**config.mk**
```make
export PLATFORM = sky130hd
export DESIGN_NAME = twostage_wdog
export DESIGN_NICKNAME = d
export VERILOG_FILES = /design/src/rtl/wdog_pkg.sv /design/src/rtl/wdog_regs.sv /design/src/rtl/wdog_counter.sv /design/src/rtl/twostage_wdog.sv
export SDC_FILE = /design/constraint.sdc
export NUM_CORES = 1
export LEC_CHECK = 0
export BUFFER_PORTS_ARGS = -buffer_cell sky130_fd_sc_hd__buf_2
export CORE_MARGIN = 5
export CORE_UTILIZATION = 51
export CTS_CLUSTER_DIAMETER = 120
export CTS_CLUSTER_SIZE = 30
export DETAILED_ROUTE_END_ITERATION = 6
export HOLD_SLACK_MARGIN = 0.02
export PLACE_DENSITY = 0.76
export SLEW_MARGIN = 30
export SYNTH_ARGS = -nofsm -noshare
export SYNTH_HDL_FRONTEND = slang
export SYNTH_SLANG_ARGS = --single-unit
```
**constraint.sdc**
```tcl
create_clock -name clk -period 2.5 [get_ports clk]
set_input_delay 0.125 -clock clk [delete_from_list [all_inputs] [get_ports clk]]
set_output_delay 0.125 -clock clk [all_outputs]
set_load 0.03 [all_outputs]
```
**src/rtl/wdog_pkg.sv**
```systemverilog
package wdog_pkg;
  localparam int WORD_AW = 10;
  localparam logic [WORD_AW-1:0] W_LOAD  = 10'h000;
  localparam logic [WORD_AW-1:0] W_VALUE = 10'h001;
  localparam logic [WORD_AW-1:0] W_CTRL  = 10'h002;
  localparam logic [WORD_AW-1:0] W_KICK  = 10'h003;
  localparam logic [WORD_AW-1:0] W_RAW   = 10'h004;
  localparam logic [WORD_AW-1:0] W_MASK  = 10'h005;
  localparam logic [WORD_AW-1:0] W_LOCK  = 10'h300;
  localparam logic [31:0] UNLOCK_KEY = 32'h1ACC_E551;

  typedef struct packed {
    logic rst_en;
    logic cnt_en;
  } wd_ctrl_t;
endpackage

```
**src/rtl/wdog_regs.sv**
```systemverilog
module wdog_regs
  import wdog_pkg::*;
#(
  parameter int DW = 32,
  parameter int AW = 12
) (
  input  logic          clk,
  input  logic          rst,
  input  logic          sel_i,
  input  logic          enable_i,
  input  logic          write_i,
  input  logic [AW-1:0] addr_i,
  input  logic [DW-1:0] wdata_i,
  input  logic [DW-1:0] count_i,
  input  logic          flag_i,
  output logic [DW-1:0] rdata_o,
  output logic [DW-1:0] load_o,
  output wd_ctrl_t      ctrl_o,
  output logic          reload_o,
  output logic [DW-1:0] reload_val_o,
  output logic          kick_o
);
  localparam logic [DW-1:0] LOAD_INIT = '1;

  logic [AW-3:0] word;
  logic          wr_stb, wr_ok, locked_q;
  logic          hit_load, hit_ctrl, hit_kick, hit_lock;
  logic [DW-1:0] load_q, rd_mux;
  wd_ctrl_t      ctrl_q;

  assign word     = addr_i[AW-1:2];
  assign wr_stb   = sel_i & enable_i & write_i;
  assign wr_ok    = wr_stb & ~locked_q;
  assign hit_lock = wr_stb & (word == W_LOCK[AW-3:0]);
  assign hit_load = wr_ok & (word == W_LOAD[AW-3:0]);
  assign hit_ctrl = wr_ok & (word == W_CTRL[AW-3:0]);
  assign hit_kick = wr_ok & (word == W_KICK[AW-3:0]);

  always_ff @(posedge clk) begin
    if (rst) begin
      locked_q <= 1'b1;
      load_q   <= LOAD_INIT;
      ctrl_q   <= '0;
    end else begin
      if (hit_lock) locked_q <= (wdata_i != UNLOCK_KEY);
      if (hit_load) load_q <= wdata_i;
      if (hit_ctrl) ctrl_q <= wd_ctrl_t'(wdata_i[1:0]);
    end
  end

  always_comb begin
    rd_mux = '0;
    if      (word == W_LOAD[AW-3:0])  rd_mux = load_q;
    else if (word == W_VALUE[AW-3:0]) rd_mux = count_i;
    else if (word == W_CTRL[AW-3:0])  rd_mux[1:0] = ctrl_q;
    else if (word == W_RAW[AW-3:0])   rd_mux[0] = flag_i;
    else if (word == W_MASK[AW-3:0])  rd_mux[0] = flag_i & ctrl_q.cnt_en;
    else if (word == W_LOCK[AW-3:0])  rd_mux[0] = locked_q;
  end

  always_ff @(posedge clk) begin
    if (rst)                             rdata_o <= '0;
    else if (sel_i & ~enable_i & ~write_i) rdata_o <= rd_mux;
  end

  assign load_o       = load_q;
  assign ctrl_o       = ctrl_q;
  assign kick_o       = hit_kick;
  assign reload_o     = hit_load | hit_kick;
  assign reload_val_o = hit_load ? wdata_i : load_q;

  // a write while locked to a non-lock offset leaves control and load unchanged
  assert_locked_ignore_R3: assert property (@(posedge clk) disable iff (rst)
    (locked_q && wr_stb && word != W_LOCK[AW-3:0]) |=>
      (ctrl_q == $past(ctrl_q) && load_q == $past(load_q)));

  // the key unlocks
  assert_key_unlocks_R2: assert property (@(posedge clk) disable iff (rst)
    (hit_lock && wdata_i == UNLOCK_KEY) |=> !locked_q);
endmodule

```
**src/rtl/wdog_counter.sv**
```systemverilog
module wdog_counter #(
  parameter int DW = 32
) (
  input  logic          clk,
  input  logic          rst,
  input  logic          tick_i,
  input  logic          cnt_en_i,
  input  logic          rst_en_i,
  input  logic          reload_i,
  input  logic [DW-1:0] reload_val_i,
  input  logic [DW-1:0] load_i,
  input  logic          kick_i,
  output logic [DW-1:0] count_o,
  output logic          flag_o,
  output logic          sys_rst_o
);
  localparam logic [DW-1:0] CNT_INIT = '1;

  logic [DW-1:0] count_q;
  logic          flag_q, rst_q, step, at_zero;

  assign step    = cnt_en_i & tick_i & ~reload_i;
  assign at_zero = (count_q == '0);

  always_ff @(posedge clk) begin
    if (rst) begin
      count_q <= CNT_INIT;
      flag_q  <= 1'b0;
      rst_q   <= 1'b0;
    end else begin
      if (reload_i) begin
        count_q <= reload_val_i;
        if (kick_i) flag_q <= 1'b0;
      end else if (step) begin
        if (at_zero) begin
          count_q <= load_i;
          if (!flag_q)       flag_q <= 1'b1;
          else if (rst_en_i) rst_q  <= 1'b1;
        end else begin
          count_q <= count_q - 1'b1;
        end
      end
    end
  end

  assign count_o   = count_q;
  assign flag_o    = flag_q;
  assign sys_rst_o = rst_q;

  // the reset request is sticky
  assert_rst_sticky_R10: assert property (@(posedge clk) disable iff (rst)
    rst_q |=> rst_q);

  // the reset request rises only on a second expiry with the flag already set
  assert_rst_needs_flag_R6: assert property (@(posedge clk) disable iff (rst)
    $rose(rst_q) |-> $past(flag_q && rst_en_i && tick_i));

  // no enable or no tick, and no reload, means the count holds
  assert_hold_R9: assert property (@(posedge clk) disable iff (rst)
    ((!cnt_en_i || !tick_i) && !reload_i) |=>
      (count_q == $past(count_q) && flag_q == $past(flag_q)));

  // the flag rises only on an enabled tick
  assert_flag_on_tick_R5: assert property (@(posedge clk) disable iff (rst)
    $rose(flag_q) |-> $past(cnt_en_i && tick_i));
endmodule

```
**src/rtl/twostage_wdog.sv**
```systemverilog
module twostage_wdog
  import wdog_pkg::*;
#(
  parameter int DW = 32,
  parameter int AW = 12
) (
  input  logic          clk,
  input  logic          rst,
  input  logic          tick_i,
  input  logic          sel_i,
  input  logic          enable_i,
  input  logic          write_i,
  input  logic [AW-1:0] addr_i,
  input  logic [DW-1:0] wdata_i,
  output logic [DW-1:0] rdata_o,
  output logic          irq_o,
  output logic          sys_rst_o
);
  logic [DW-1:0] count, load, reload_val;
  logic          flag, reload, kick;
  wd_ctrl_t      ctrl;

  wdog_regs #(.DW(DW), .AW(AW)) u_regs (
    .clk(clk), .rst(rst), .sel_i(sel_i), .enable_i(enable_i),
    .write_i(write_i), .addr_i(addr_i), .wdata_i(wdata_i),
    .count_i(count), .flag_i(flag), .rdata_o(rdata_o), .load_o(load),
    .ctrl_o(ctrl), .reload_o(reload), .reload_val_o(reload_val),
    .kick_o(kick)
  );

  wdog_counter #(.DW(DW)) u_cnt (
    .clk(clk), .rst(rst), .tick_i(tick_i), .cnt_en_i(ctrl.cnt_en),
    .rst_en_i(ctrl.rst_en), .reload_i(reload), .reload_val_i(reload_val),
    .load_i(load), .kick_i(kick), .count_o(count), .flag_o(flag),
    .sys_rst_o(sys_rst_o)
  );

  assign irq_o = flag & ctrl.cnt_en;

  // the interrupt output is never high while the enable is clear
  assert_irq_masked_R8: assert property (@(posedge clk) disable iff (rst)
    !ctrl.cnt_en |-> !irq_o);
endmodule

```
* Yosys cells after proc, flatten, opt, wreduce, memory -nomap -nowiden
Cells that the tools add are included.
** Word-level totals
- Bits of input ports :: 50
- Output and inout port bits :: 34
- Bits in registers :: 101
- Logic and storage cells :: 56
** Cells by class
- Reductions and logical operators :: 6
- Bitwise operators :: 17
- Equality and inequality tests :: 8
- Add/subtract/negate cells :: 1
- Mux-type cells :: 16
** Operators with widths (count)
- $mux W32 :: 5
- $logic_not A32 Y1 :: 1
- $ne A32 B29 Y1 const B :: 1
- $sub A32 B1 Y32 const B :: 1
- $mux W30 :: 1
- $eq A10 B2 Y1 const B :: 2
- $eq A10 B3 Y1 const B :: 2
- $and A1 B1 Y1 :: 12
- $eq A10 B1 Y1 const B :: 1
- $eq A10 B10 Y1 const B :: 1
- $logic_not A10 Y1 :: 1
- $mux W1 :: 9
- $reduce_and A5 Y1 :: 1
- $not A1 Y1 :: 4
- $reduce_bool A2 Y1 :: 2
- $reduce_and A3 Y1 :: 1
- $mux W2 :: 1
- $ne A2 B2 Y1 const B :: 1
- $or A1 B1 Y1 :: 1

* Longest topological paths before layout
Gate-level depths: netlist (run 1).
- Depth after elaboration :: 9
- Gate-level depth with buffers :: 10
- Mapped depth without buffers :: 8

* Cells and area by module
A second synthesis (run 1) with hierarchy kept.
** Unflattened totals
- Cells, all modules :: 582
- Area total of the unflattened synthesis :: 5557.8 um2
** By module, submodules not included
- wdog_regs :: area an instance 3270.6 um2, cells an instance 307, times used 1
- wdog_counter :: area an instance 2280.9 um2, cells an instance 274, times used 1
- twostage_wdog :: area an instance 6.3 um2, cells an instance 1, times used 1

* Least setup slack after synthesis (run 1)
Ideal clock, no wire load.
- Path type :: reg-to-reg
- Start :: register u_cnt.count_q[4], in the netlist u_cnt.count_o[4]
- End :: register u_cnt.count_q[29], in the netlist u_cnt.count_o[29]
- Path buffers :: 4
- Setup slack :: -66 ps
- Cell stages (with the launch flop) :: 11
- Arrival time :: 2446 ps
- Required time :: 2380 ps
- Cells stage by stage :: dfxtp_1 buf_6 or4_4 buf_6 or3_4 buf_6 or2_1 buf_6 o41ai_2 o21ai_1 a211o_1
** On the way
- Word-level cells in the longest chain between the ends :: 4
- Elaborated cells on any way between the ends :: 5
- Those cells by class :: add/sub: 1; mux: 3; reduce/logical: 1
** Ends and longest elaborated chain
- start: declaration :: RTL line wdog_counter.sv:19 : logic [DW-1:0] count_q;
- start signal: assignment :: RTL line wdog_counter.sv:32 : count_q <= reload_val_i;
- start signal: assignment :: RTL line wdog_counter.sv:36 : count_q <= load_i;
- start signal: assignment :: RTL line wdog_counter.sv:40 : count_q <= count_q - 1'b1;
- $sub A32 B1 Y32 / $logic_not A32 Y1 (equally long branches) :: RTL line wdog_counter.sv:40, wdog_counter.sv:23
- $mux W32 * :: RTL line wdog_counter.sv:35 : if (at_zero) begin
- $mux W32 * :: RTL line wdog_counter.sv:34 : end else if (step) begin
- $mux W32 * :: RTL line wdog_counter.sv:31 : if (reload_i) begin
Every way passes the cells marked *; elsewhere a longest branch is shown, timed or not. The select of a mux whose other input is x is not followed.
A chain may end at the register's enable or synchronous reset.

* Final worst setup path (run 1)
- Start :: register u_cnt.count_q[15], in the netlist u_cnt.count_o[15]
- End :: register u_cnt.count_q[22], in the netlist u_cnt.count_o[22]
Same word-level chain as after synthesis.

==> results of run 1 <==
==> path summary, 6_finish.rpt <==
path                          start           endpoint  cells after the start
setup / recovery  u_cnt.count_o[15]  u_cnt.count_o[22]                      6
setup reg to reg  u_cnt.count_o[15]  u_cnt.count_o[22]                      6
hold reg to reg   u_regs.rdata_o[1]  u_regs.rdata_o[1]                      2
hold / removal          wdata_i[10]  u_regs.load_o[10]                      3
==> layout make-up <==
| class | instances | area, µm² |
|---|---|---|
| multi-input combinational | 467 | 3010 |
| inverter | 6 | 22.5 |
| timing repair buffer | 158 | 1070 |
| fill | 861 | 3660 |
| clock buffer | 10 | 138 |
| tap | 136 | 170 |
| clock inverter | 6 | 92.6 |
| sequential | 101 | 2020 |
==> repair_timing <==
| item | in CTS | in global routing |
|---|---|---|
| hold endpoints to repair | 26 | 0 |
| buffers inserted | 0 | 2 |
| endpoints found under the setup margin | 6 | 11 |
| resized for setup | 1 | 8 |
| hold buffers | 26 | 0 |
==> worst reg2reg max path: stages (launching register included) <==
cell	delay, ns
sky130_fd_sc_hd__dfxtp_1	0.32
sky130_fd_sc_hd__or4_1	0.69
sky130_fd_sc_hd__or3_1	0.39
sky130_fd_sc_hd__nor4bb_1	0.36
sky130_fd_sc_hd__xnor2_1	0.17
sky130_fd_sc_hd__a21oi_1	0.08
sky130_fd_sc_hd__or3_1	0.30
==> per-layer routing <==
layer | vias up | GRT usage | share of wire
met2 | 227 | 0.402 | 0.48
met1 | 2489 | 0.322 | 0.43
met4 | 0 | 0.0981 | 0.025
li1 | 2570 | - | -
met5 | - | 0 | 0
met3 | 33 | 0.0418 | 0.067
==> kinds of logic after synthesis <==
group / after synthesis
and+or+nand+nor: 216
DFF: 101
xor gates and xnor gates: 18
buffers and inverters: 59
muxes: 38
AOI/OAI and AO/OA: 193
adders and majority gates: 2
==> power by group through the flow <==
stage,logic (mW),registers (mW),clock network (mW)
6_report,0.256,1.64,1.20
5_1_grt,0.279,1.64,1.28
4_1_cts,0.255,1.64,1.22
3_5_place_dp,0.223,1.68,0
3_3_place_gp,0.221,1.68,0
2_1_floorplan,0.0820,1.72,0
==> metrics by stage <==
stage / hold WS [ns] / cell area, µm² / cells / setup TNS, ns
finish: 0.0344 / 6520 / 884 / 0
global route: 0.0507 / 6520 / 884 / -0.0106
CTS: 0.0213 / 6480 / 882 / 0
detailed placement: 0.379 / 5980 / 840 / -0.0520
global placement: 0.376 / 5980 / 840 / 0
floorplan: 0.250 / 5240 / 627 / -0.0994
==> cell usage in the layout (no fill, tap or decap), types with 5 or more instances in the layout <==
cell and n:
sky130_fd_sc_hd__dfxtp_1 101, sky130_fd_sc_hd__nand2_1 60, sky130_fd_sc_hd__buf_4 48, sky130_fd_sc_hd__nand4_1 9, sky130_fd_sc_hd__nand3_1 14, sky130_fd_sc_hd__dlygate4sd3_1 26
sky130_fd_sc_hd__o211ai_1 20, sky130_fd_sc_hd__o31ai_1 7, sky130_fd_sc_hd__a211oi_1 34, sky130_fd_sc_hd__clkbuf_8 10, sky130_fd_sc_hd__o21ai_0 33, sky130_fd_sc_hd__or3_1 8
sky130_fd_sc_hd__xnor2_1 11, sky130_fd_sc_hd__inv_1 5, sky130_fd_sc_hd__a22oi_1 30, sky130_fd_sc_hd__nor4_1 7, sky130_fd_sc_hd__mux2i_1 38, sky130_fd_sc_hd__o21ai_1 5
sky130_fd_sc_hd__nor3_1 7, sky130_fd_sc_hd__buf_2 81, sky130_fd_sc_hd__xor2_1 7, sky130_fd_sc_hd__nor2_1 67, sky130_fd_sc_hd__a21oi_1 30, sky130_fd_sc_hd__a31oi_1 5
sky130_fd_sc_hd__a32oi_1 6
==> Yosys cell counts (7+ instances only) <==
cell type / number / area share
sky130_fd_sc_hd__nor2_1: 67 / 0.048
sky130_fd_sc_hd__dfxtp_1: 101 / 0.39
sky130_fd_sc_hd__clkbuf_1: 48 / 0.034
sky130_fd_sc_hd__a21oi_1: 30 / 0.029
sky130_fd_sc_hd__nand4_1: 9 / 0.011
sky130_fd_sc_hd__a22oi_1: 30 / 0.043
sky130_fd_sc_hd__o31ai_1: 7 / 0.010
sky130_fd_sc_hd__or3_1: 8 / 0.0096
sky130_fd_sc_hd__a211oi_1: 34 / 0.049
sky130_fd_sc_hd__xor2_1: 7 / 0.012
sky130_fd_sc_hd__o211ai_1: 20 / 0.029
sky130_fd_sc_hd__mux2i_1: 38 / 0.073
sky130_fd_sc_hd__nand3_1: 14 / 0.013
sky130_fd_sc_hd__xnor2_1: 11 / 0.018
sky130_fd_sc_hd__nor4_1: 8 / 0.0096
sky130_fd_sc_hd__nand2_1: 60 / 0.043
sky130_fd_sc_hd__o21ai_0: 34 / 0.032
sky130_fd_sc_hd__nor3_1: 8 / 0.0076
==> flip-flops by register name (all words and copies together) (netlist names) <==
signal,flops
u_regs.locked_q,1
u_cnt.sys_rst_o,1
u_regs.load_o,32
u_regs.ctrl_o,2
u_cnt.flag_o,1
u_cnt.count_o,32
u_regs.rdata_o,32
==> results.py, run 1 <==
metrics = {
    "run_status": {
        "status": "finished clean",
    },
    "power": {
        "p_sw_mw": 0.765,
        "power.share.sequential": 0.530,
        "post-layout-total-power_mw": 3.10,
        "netSwitchingFraction": 0.247,
        "total_leakage_power_nw": 2.69,
        "intPower_mw": 2.33,
        "clock_network_power_share": 0.388,
        "power_density_nw_per_um2": 475,
        "max-vdd-ir-drop_v": 0.000285,
        "combinationalPowerShare": 0.083,
    },
    "synthesis": {
        "synth.mux.area_fraction": 0.0726,
        "main_combinational_cell_family_by_area_after_synthesis": "compound AO/OA/AOI/OAI gates",
        "synth.yosys.warnings": 0,
        "async_flop_share": 0,
        "mean_post_synth_cell_area_um2": 8.36,
        "syn-instance-count": 627,
        "synth-seq-cells": 101,
        "syn-cell-area_um2": 5240,
        "yosysUniqueCellTypes": 57,
        "ys_dominant_reg_cell": "sky130_fd_sc_hd__dfxtp_1",
        "synth_area_in_compound_gates": 0.250,
        "post_synth_fa_ha_maj_area_fraction": 0.00478,
        "number_of_enable_flip_flop_cells_after_synthesis": 0,
        "postSynthNetCount": 679,
        "synth_simple_gate_area_frac": 0.208,
        "seq_area_frac_synth": 0.386,
        "xor_and_xnor_area_share_after_synthesis": 0.0301,
    },
    "critical_path": {
        "cpMostUsedCell": "sky130_fd_sc_hd__or3_1",
        "critical_path.cell_chain": "or4_1 > or3_1 > nor4bb_1 > xnor2_1 > a21oi_1 > or3_1",
        "critical_path.max_fanout": 7,
        "cp_num_buf_inv": 0,
        "reg2reg_slack_ns": 0.08,
        "critPathRequiredTime_ns": 2.77,
        "crit_path_end_kind": "register",
        "critical-path-max-stage-delay_ns": 0.69,
        "cp-start-kind": "register",
        "path_delay_family": "simple AND/OR/NAND/NOR gates",
        "worst_ep_arrival_time_ns": 2.68,
        "critPathKind": "register to register",
        "crit_path_top_delay_cell": "sky130_fd_sc_hd__or4_1",
    },
    "placed_design": {
        "detailed_place_hpwl_um": 10500,
        "gp_congestion": 0.906,
        "portBuffers": 81,
        "place_ws_ns": -0.0458,
    },
    "detailed_routing": {
        "route.detailed.vias_per_inst": 6.02,
        "routed-via-count": 5319,
        "route.antenna.remaining_nets": 0,
        "drt-total-wl_um": 15300,
        "post-route-drc-count": 0,
        "routedWlPerCell_um": 17.3,
        "initialDrtViolationCount": 368,
        "first_drt_pass_iteration_count": 5,
    },
    "global_routing": {
        "largest_net_degree_at_the_start_of_global_routing": 65,
        "grt_antenna_before_repair": 0,
        "grt_pass1_wl_um": 25400,
        "globalRoute.totalOverflow": 0,
        "grt_use_total": 0.245,
        "via_count_of_the_first_global_routing_pass": 5195,
    },
    "timing": {
        "setup-violations-final": 0,
        "rsz0062_at_grt": "true",
        "finalWorstPathRequiredPeriod_ns": 2.42,
        "finalHoldViolations": 0,
        "maxSlewHeadroom": 0.552,
        "achievable-frequency_ghz": 0.414,
        "worst-slew-pin-transition_ns": 0.671,
        "finClkSkew_ns": 0.0115,
        "finalCritPeriodShare": 0.966,
        "post-route-worst-setup-slack_ns": 0.0848,
        "number_of_pins_exceeding_their_max_slew_limit_in_the_final_report": 0,
    },
    "floorplanning": {
        "dieHeight_um": 111,
        "chipWidth_um": 111,
        "core.rowCount": 37,
        "fp.coreArea_um2": 10200,
        "floorplan.io_pins": 84,
        "die_area_um2": 12400,
        "starting_density": 0.514,
    },
    "clock_network": {
        "cts_inserted_buffers": 9,
        "clk_root_buffer_cell": "sky130_fd_sc_hd__clkbuf_8",
        "cts_tree": "done",
        "cts_max_level": 3,
        "worst_skew_pair.late_latency_ns": 0.39,
        "clkSlewWorstSetupHoldPaths_ns": 0.10,
        "clkSinkCount": 101,
        "clock_tree.buffer_depth": 2,
    },
    "cells_and_area": {
        "post_route_cells_drive_above_1_share": 0.222,
        "num_antenna_cells": 0,
        "fin_nets": 795,
        "flow.area_growth_from_synthesis_pct": 24.5,
        "final_core_util": 0.640,
    },
    "min_path": {
        "hold_path_class": "primary input to register",
    },
    "run": {
        "timing.max_cap.violations": 0,
    },
}
Power figures use the tool's default switching activity.
==> run 2: changes to the inputs <==
- CELL_PAD_IN_SITES_DETAIL_PLACEMENT: not set -> 0
- CELL_PAD_IN_SITES_GLOBAL_PLACEMENT: not set -> 2
- CORE_UTILIZATION: 51 -> 30
- PLACE_DENSITY: 0.76 -> not set
- PLACE_DENSITY_LB_ADDON: not set -> 0.1
==> run 2 against run 1 <==
  * Clock-buffer cell count grew 2
  * Critical path type unchanged
  * Sequential power is essentially flat
  * Die area grew 63%
  * Core utilization shrank 26 points
  * Sequential share of layout area shrank 0.51 points
  * Combinational power shrank 7%
  * First-iteration DRC count shrank 15%
  * Critical endpoint is now u_cnt.count_o[15]
  * Global-route usage shrank 6.3 points
  * Hold slack lost 0.0043 ns
  * Maximum frequency grew 0.47%
  * Non-clock buffer count shrank 9
  * Largest cell class unchanged
==> results.py, run 2 (synthesized netlist as in run 1, its figures left out) <==
metrics = {
    "critical_path": {
        "crit_path_top_delay_cell": "sky130_fd_sc_hd__or4b_4",
        "path_delay_family": "simple AND/OR/NAND/NOR gates",
        "crit_path_end_kind": "register",
        "critical_path.max_fanout": 21,
        "worst_r2r_startpoint": "u_cnt.count_o[0]",
        "critical-path-max-stage-delay_ns": 0.48,
        "cp_num_buf_inv": 3,
        "timing.reg2reg.worst_path_depth": 10,
        "cp-start-kind": "register",
        "worst_ep_arrival_time_ns": 2.64,
        "crit-reg2reg-capture": "u_cnt.count_o[15]",
        "critPathKind": "register to register",
        "critPathRequiredTime_ns": 2.73,
        "critical_path.cell_chain": "inv_1 > ha_2 > or4b_4 > nor4_4 > nand3_1 > buf_4 > buf_12 > o21ai_0 > a21oi_1 > or3_1",
        "reg2reg_slack_ns": 0.1,
        "worst-path-stages": 10,
    },
    "power": {
        "post-layout-total-power_mw": 3.37,
        "max-vdd-ir-drop_v": 0.000297,
        "total_leakage_power_nw": 2.72,
        "power_density_nw_per_um2": 509,
    },
    "cells_and_area": {
        "final_design_area_no_fill_um2": 6630,
        "final.fill_count": 1840,
        "layoutNonFillerInstCount": 964,
        "fin_nets": 786,
        "final_cell_mix": "sky130_fd_sc_hd__dfxtp_1 (101), sky130_fd_sc_hd__buf_2 (81), sky130_fd_sc_hd__nor2_1 (66)",
        "final_core_util": 0.385,
        "post_route_cells_drive_above_1_share": 0.244,
        "flow.area_growth_from_synthesis_pct": 26.6,
        "final_common_cell": "sky130_fd_sc_hd__dfxtp_1",
        "num_antenna_cells": 0,
    },
    "global_routing": {
        "grt_pass1_wl_um": 29200,
        "via_count_of_the_first_global_routing_pass": 5319,
        "grt_antenna_before_repair": 0,
        "globalRoute.totalOverflow": 0,
        "gr-max-usage-layer": "met2",
        "met3_usage": 0.0262,
        "largest_net_degree_at_the_start_of_global_routing": 65,
        "grt_use_total": 0.182,
        "gr-usage-met2": 0.306,
        "met1_usage": 0.241,
    },
    "timing": {
        "hold-worst-slack_ns": 0.0301,
        "finalHoldViolations": 0,
        "achievable-frequency_ghz": 0.416,
        "finalWorstPathRequiredPeriod_ns": 2.40,
        "number_of_pins_exceeding_their_max_slew_limit_in_the_final_report": 0,
        "finalCritPeriodShare": 0.962,
        "worst-slew-pin-transition_ns": 0.747,
        "setup_total_negative_slack_ns": 0,
        "setup-violations-final": 0,
        "post-route-worst-setup-slack_ns": 0.0961,
        "finClkSkew_ns": 0.00846,
        "maxSlewHeadroom": 0.501,
    },
    "detailed_routing": {
        "routedWlPerCell_um": 18.9,
        "drt-total-wl_um": 18200,
        "post-route-drc-count": 0,
        "route.detailed.vias_per_inst": 5.40,
        "initialDrtViolationCount": 311,
        "route.antenna.remaining_nets": 0,
        "routed-via-count": 5210,
        "first_drt_pass_iteration_count": 5,
    },
    "floorplanning": {
        "fp.coreArea_um2": 17200,
        "core.rowCount": 48,
        "chipWidth_um": 142,
        "starting_density": 0.304,
        "die_area_um2": 20200,
        "dieHeight_um": 142,
        "floorplan.io_pins": 84,
    },
    "clock_network": {
        "cts_inserted_buffers": 9,
        "clkSlewWorstSetupHoldPaths_ns": 0.07,
        "clkSinkCount": 101,
        "worst_skew_pair.late_latency_ns": 0.35,
        "cts_max_level": 3,
        "clock_tree.buffer_depth": 2,
        "clk_root_buffer_cell": "sky130_fd_sc_hd__clkbuf_16",
        "cts_tree": "done",
    },
    "placed_design": {
        "portBuffers": 81,
        "place_ws_ns": -0.0125,
        "detailed_place.area_um2": 6200,
        "numPlacedInstances": 940,
        "gp_congestion": 0.856,
        "detailed_place_hpwl_um": 12800,
    },
    "min_path": {
        "hold_path_class": "primary input to register",
        "hold_start": "wdata_i[8]",
        "min_path_cells": 3,
        "whs_endpoint": "u_regs.load_o[8]",
    },
    "run_status": {
        "status": "finished clean",
    },
    "run": {
        "timing.max_cap.violations": 0,
    },
}
[run 2: report_power, final]
group | internal (mW) | switching (mW) | total [mW]
logic | 0.0845 | 0.155 | 0.239
clock network | 0.854 | 0.639 | 1.49
registers | 1.63 | 0.00990 | 1.64
[run 2: cell type report]
class,instances,area [µm²],area share
Timing Repair Buffer,149,968,0.146
Multi-Input combinational cell,467,3030,0.456
Clock buffer,12,267,0.0402
Sequential cell,101,2020,0.305
Clock inverter,4,45.0,0.00679
Inverter,6,22.5,0.00340
Tap cell,225,282,0.0425
[run 2: timing repair]
| action | in CTS | in global routing |
|---|---|---|
| hold buffers | 6 | 0 |
| resized for setup | 1 | 12 |
| endpoints found under the hold margin | 6 | 0 |
| endpoints found under the setup margin | 6 | 19 |
| setup buffers | 0 | 2 |
| pin swaps | 0 | 2 |
[run 2: worst min-delay path, stage by stage]
cell	delay, ns
sky130_fd_sc_hd__buf_2	0.09
sky130_fd_sc_hd__mux2i_1	0.08
sky130_fd_sc_hd__nand2_1	0.07
[run 2: routing by layer]
metal | routed length [µm] | part of all wire
met5 | 0 | 0
met3 | 761 | 0.042
met1 | 8480 | 0.46
met2 | 8690 | 0.48
met4 | 313 | 0.017
[run 2: how the worst max path moves through the flow]
| stage | from | to | slack [ns] |
|---|---|---|---|
| 2_1_floorplan | u_cnt.count_o[4] | u_cnt.count_o[29] | -0.05 |
| 3_3_place_gp | u_cnt.count_o[0] | u_cnt.count_o[26] | 0.07 |
| 3_5_place_dp | u_cnt.count_o[0] | u_cnt.count_o[27] | -0.01 |
| 4_1_cts | u_cnt.count_o[0] | u_cnt.count_o[27] | 0.03 |
| 5_1_grt | u_cnt.count_o[0] | u_cnt.count_o[26] | -0.01 |
| 6_report | u_cnt.count_o[0] | u_cnt.count_o[15] | 0.1 |
==> run 3: changes to the inputs <==
--- a/config.mk
+++ b/config.mk
@@ -16,3 +16,3 @@
 export HOLD_SLACK_MARGIN = 0.02
-export PLACE_DENSITY_LB_ADDON = 0.1
+export PLACE_DENSITY = 0.82
 export SLEW_MARGIN = 30
--- a/constraint.sdc
+++ b/constraint.sdc
@@ -3,2 +3,2 @@
 set_output_delay 0.125 -clock clk [all_outputs]
-set_load 0.03 [all_outputs]
+set_load 0.1 [all_outputs]
==> run 3 against run 2 <==
  * Wire length down 4.4%
  * Register-to-register slack about the same
  * Largest power group unchanged
  * Combinational power up 51%
  * Sequential power about the same
  * First-iteration DRC count up 19%
  * Clock-buffer cell count down 2
  * Hold slack worse by 0.0013 ns
  * Critical path depth down 3
==> results.py, run 3 (synthesized netlist as in run 1, its figures left out) <==
metrics = {
    "global_routing": {
        "met3_usage": 0.0363,
        "grt_antenna_before_repair": 0,
        "grt_use_total": 0.172,
        "via_count_of_the_first_global_routing_pass": 5211,
        "gr-max-usage-layer": "met2",
        "met1_usage": 0.222,
        "gr-usage-met2": 0.280,
        "globalRoute.totalOverflow": 0,
        "largest_net_degree_at_the_start_of_global_routing": 65,
        "grt_pass1_wl_um": 27700,
    },
    "critical_path": {
        "critical_path.max_fanout": 7,
        "worst_ep_arrival_time_ns": 2.64,
        "critPathRequiredTime_ns": 2.75,
        "critPathKind": "register to register",
        "cp-start-kind": "register",
        "crit_path_end_kind": "register",
    },
    "floorplanning": {
        "floorplan.io_pins": 84,
        "die_area_um2": 20200,
        "core.rowCount": 48,
        "starting_density": 0.304,
        "chipWidth_um": 142,
        "dieHeight_um": 142,
        "fp.coreArea_um2": 17200,
    },
    "power": {
        "power_density_nw_per_um2": 518,
        "total_leakage_power_nw": 2.66,
        "max-vdd-ir-drop_v": 0.000328,
    },
    "cells_and_area": {
        "final_common_cell": "sky130_fd_sc_hd__dfxtp_1",
        "num_antenna_cells": 0,
        "final_cell_mix": "sky130_fd_sc_hd__dfxtp_1 (101), sky130_fd_sc_hd__buf_2 (81), sky130_fd_sc_hd__nor2_1 (66)",
        "post_route_cells_drive_above_1_share": 0.242,
        "final.fill_count": 1781,
        "flow.area_growth_from_synthesis_pct": 26.1,
        "fin_nets": 784,
    },
    "run": {
        "timing.max_cap.violations": 0,
    },
    "clock_network": {
        "cts_inserted_buffers": 9,
        "clkSlewWorstSetupHoldPaths_ns": 0.07,
        "clkSinkCount": 101,
        "clk_root_buffer_cell": "sky130_fd_sc_hd__clkbuf_16",
        "cts_tree": "done",
        "clock_tree.buffer_depth": 2,
        "cts_max_level": 3,
        "worst_skew_pair.late_latency_ns": 0.36,
    },
    "timing": {
        "achievable-frequency_ghz": 0.418,
        "setup-violations-final": 0,
        "maxSlewHeadroom": 0.505,
        "post-route-worst-setup-slack_ns": 0.109,
        "worst-slew-pin-transition_ns": 0.742,
        "finalCritPeriodShare": 0.957,
        "finalHoldViolations": 0,
        "finalWorstPathRequiredPeriod_ns": 2.39,
        "number_of_pins_exceeding_their_max_slew_limit_in_the_final_report": 0,
        "finClkSkew_ns": 0.00609,
        "hold-worst-slack_ns": 0.0288,
        "setup_total_negative_slack_ns": 0,
    },
    "placed_design": {
        "portBuffers": 81,
        "gp_congestion": 0.882,
        "place_ws_ns": -0.0880,
        "detailed_place_hpwl_um": 12100,
    },
    "detailed_routing": {
        "post-route-drc-count": 0,
        "first_drt_pass_iteration_count": 5,
        "route.antenna.remaining_nets": 0,
        "route.detailed.vias_per_inst": 5.47,
        "initialDrtViolationCount": 370,
        "drt-total-wl_um": 17400,
        "routedWlPerCell_um": 18.1,
        "routed-via-count": 5258,
    },
    "min_path": {
        "hold_path_class": "primary input to register",
    },
    "run_status": {
        "status": "finished clean",
    },
}
==> run 3: routing by layer <==
layer	vias up	part of all wire
met2	179	0.46
met5	-	0
met1	2500	0.46
met4	0	0.024
met3	27	0.057
li1	2552	-
==> run 3: layout make-up <==
cell class / instances / area [µm²] / share of cell area
clock buffers: 10 / 229 / 0.0347
clock inverters: 6 / 63.8 / 0.00966
inverters: 6 / 22.5 / 0.00341
multi-input cells: 467 / 3030 / 0.459
flip-flops and latches: 101 / 2020 / 0.306
well taps: 225 / 282 / 0.0426
repair buffers: 147 / 956 / 0.145
==> run 3: path summary, 6_finish.rpt <==
check / cells past startpoint / startpoint / slack (ns) / endpoint
max: 7 / u_cnt.count_o[0] / 0.11 / u_cnt.count_o[29]
min: 3 / wdata_i[24] / 0.03 / u_regs.load_o[24]
max reg2reg: 7 / u_cnt.count_o[0] / 0.11 / u_cnt.count_o[29]
min reg2reg: 2 / u_regs.rdata_o[1] / 0.48 / u_regs.rdata_o[1]
==> run 3: timing repair <==
item / CTS / global route
hold buffers: 7 / 0
pin swaps: 1 / 3
buffers inserted: 1 / 1
hold endpoints to repair: 7 / 0
resized for setup: 1 / 13
setup endpoints to repair: 16 / 25
==> run 3: worst max-delay path, cell delays in order (launching register included) <==
cell and delay, ns:
sky130_fd_sc_hd__dfxtp_1 0.32, sky130_fd_sc_hd__buf_4 0.15, sky130_fd_sc_hd__or4_1 0.55, sky130_fd_sc_hd__or3_4 0.39
sky130_fd_sc_hd__or2_4 0.31, sky130_fd_sc_hd__o41ai_2 0.20, sky130_fd_sc_hd__o21ai_1 0.10, sky130_fd_sc_hd__a211o_1 0.25
==> run 3: power breakdown <==
part | internal [mW] | switching [mW]
logic | 0.0847 | 0.276
clock network | 0.775 | 0.645
registers | 1.63 | 0.0101
==> run 3: per-stage QoR <==
step,power [mW],instance area [µm²],cells,util
2_1_floorplan,1.93,5240,627,-
3_3_place_gp,2.03,6180,937,0.358
3_5_place_dp,2.03,6180,937,0.358
4_1_cts,3.45,6550,961,0.380
5_1_grt,3.53,6610,962,0.383
6_report,3.42,6610,962,0.383
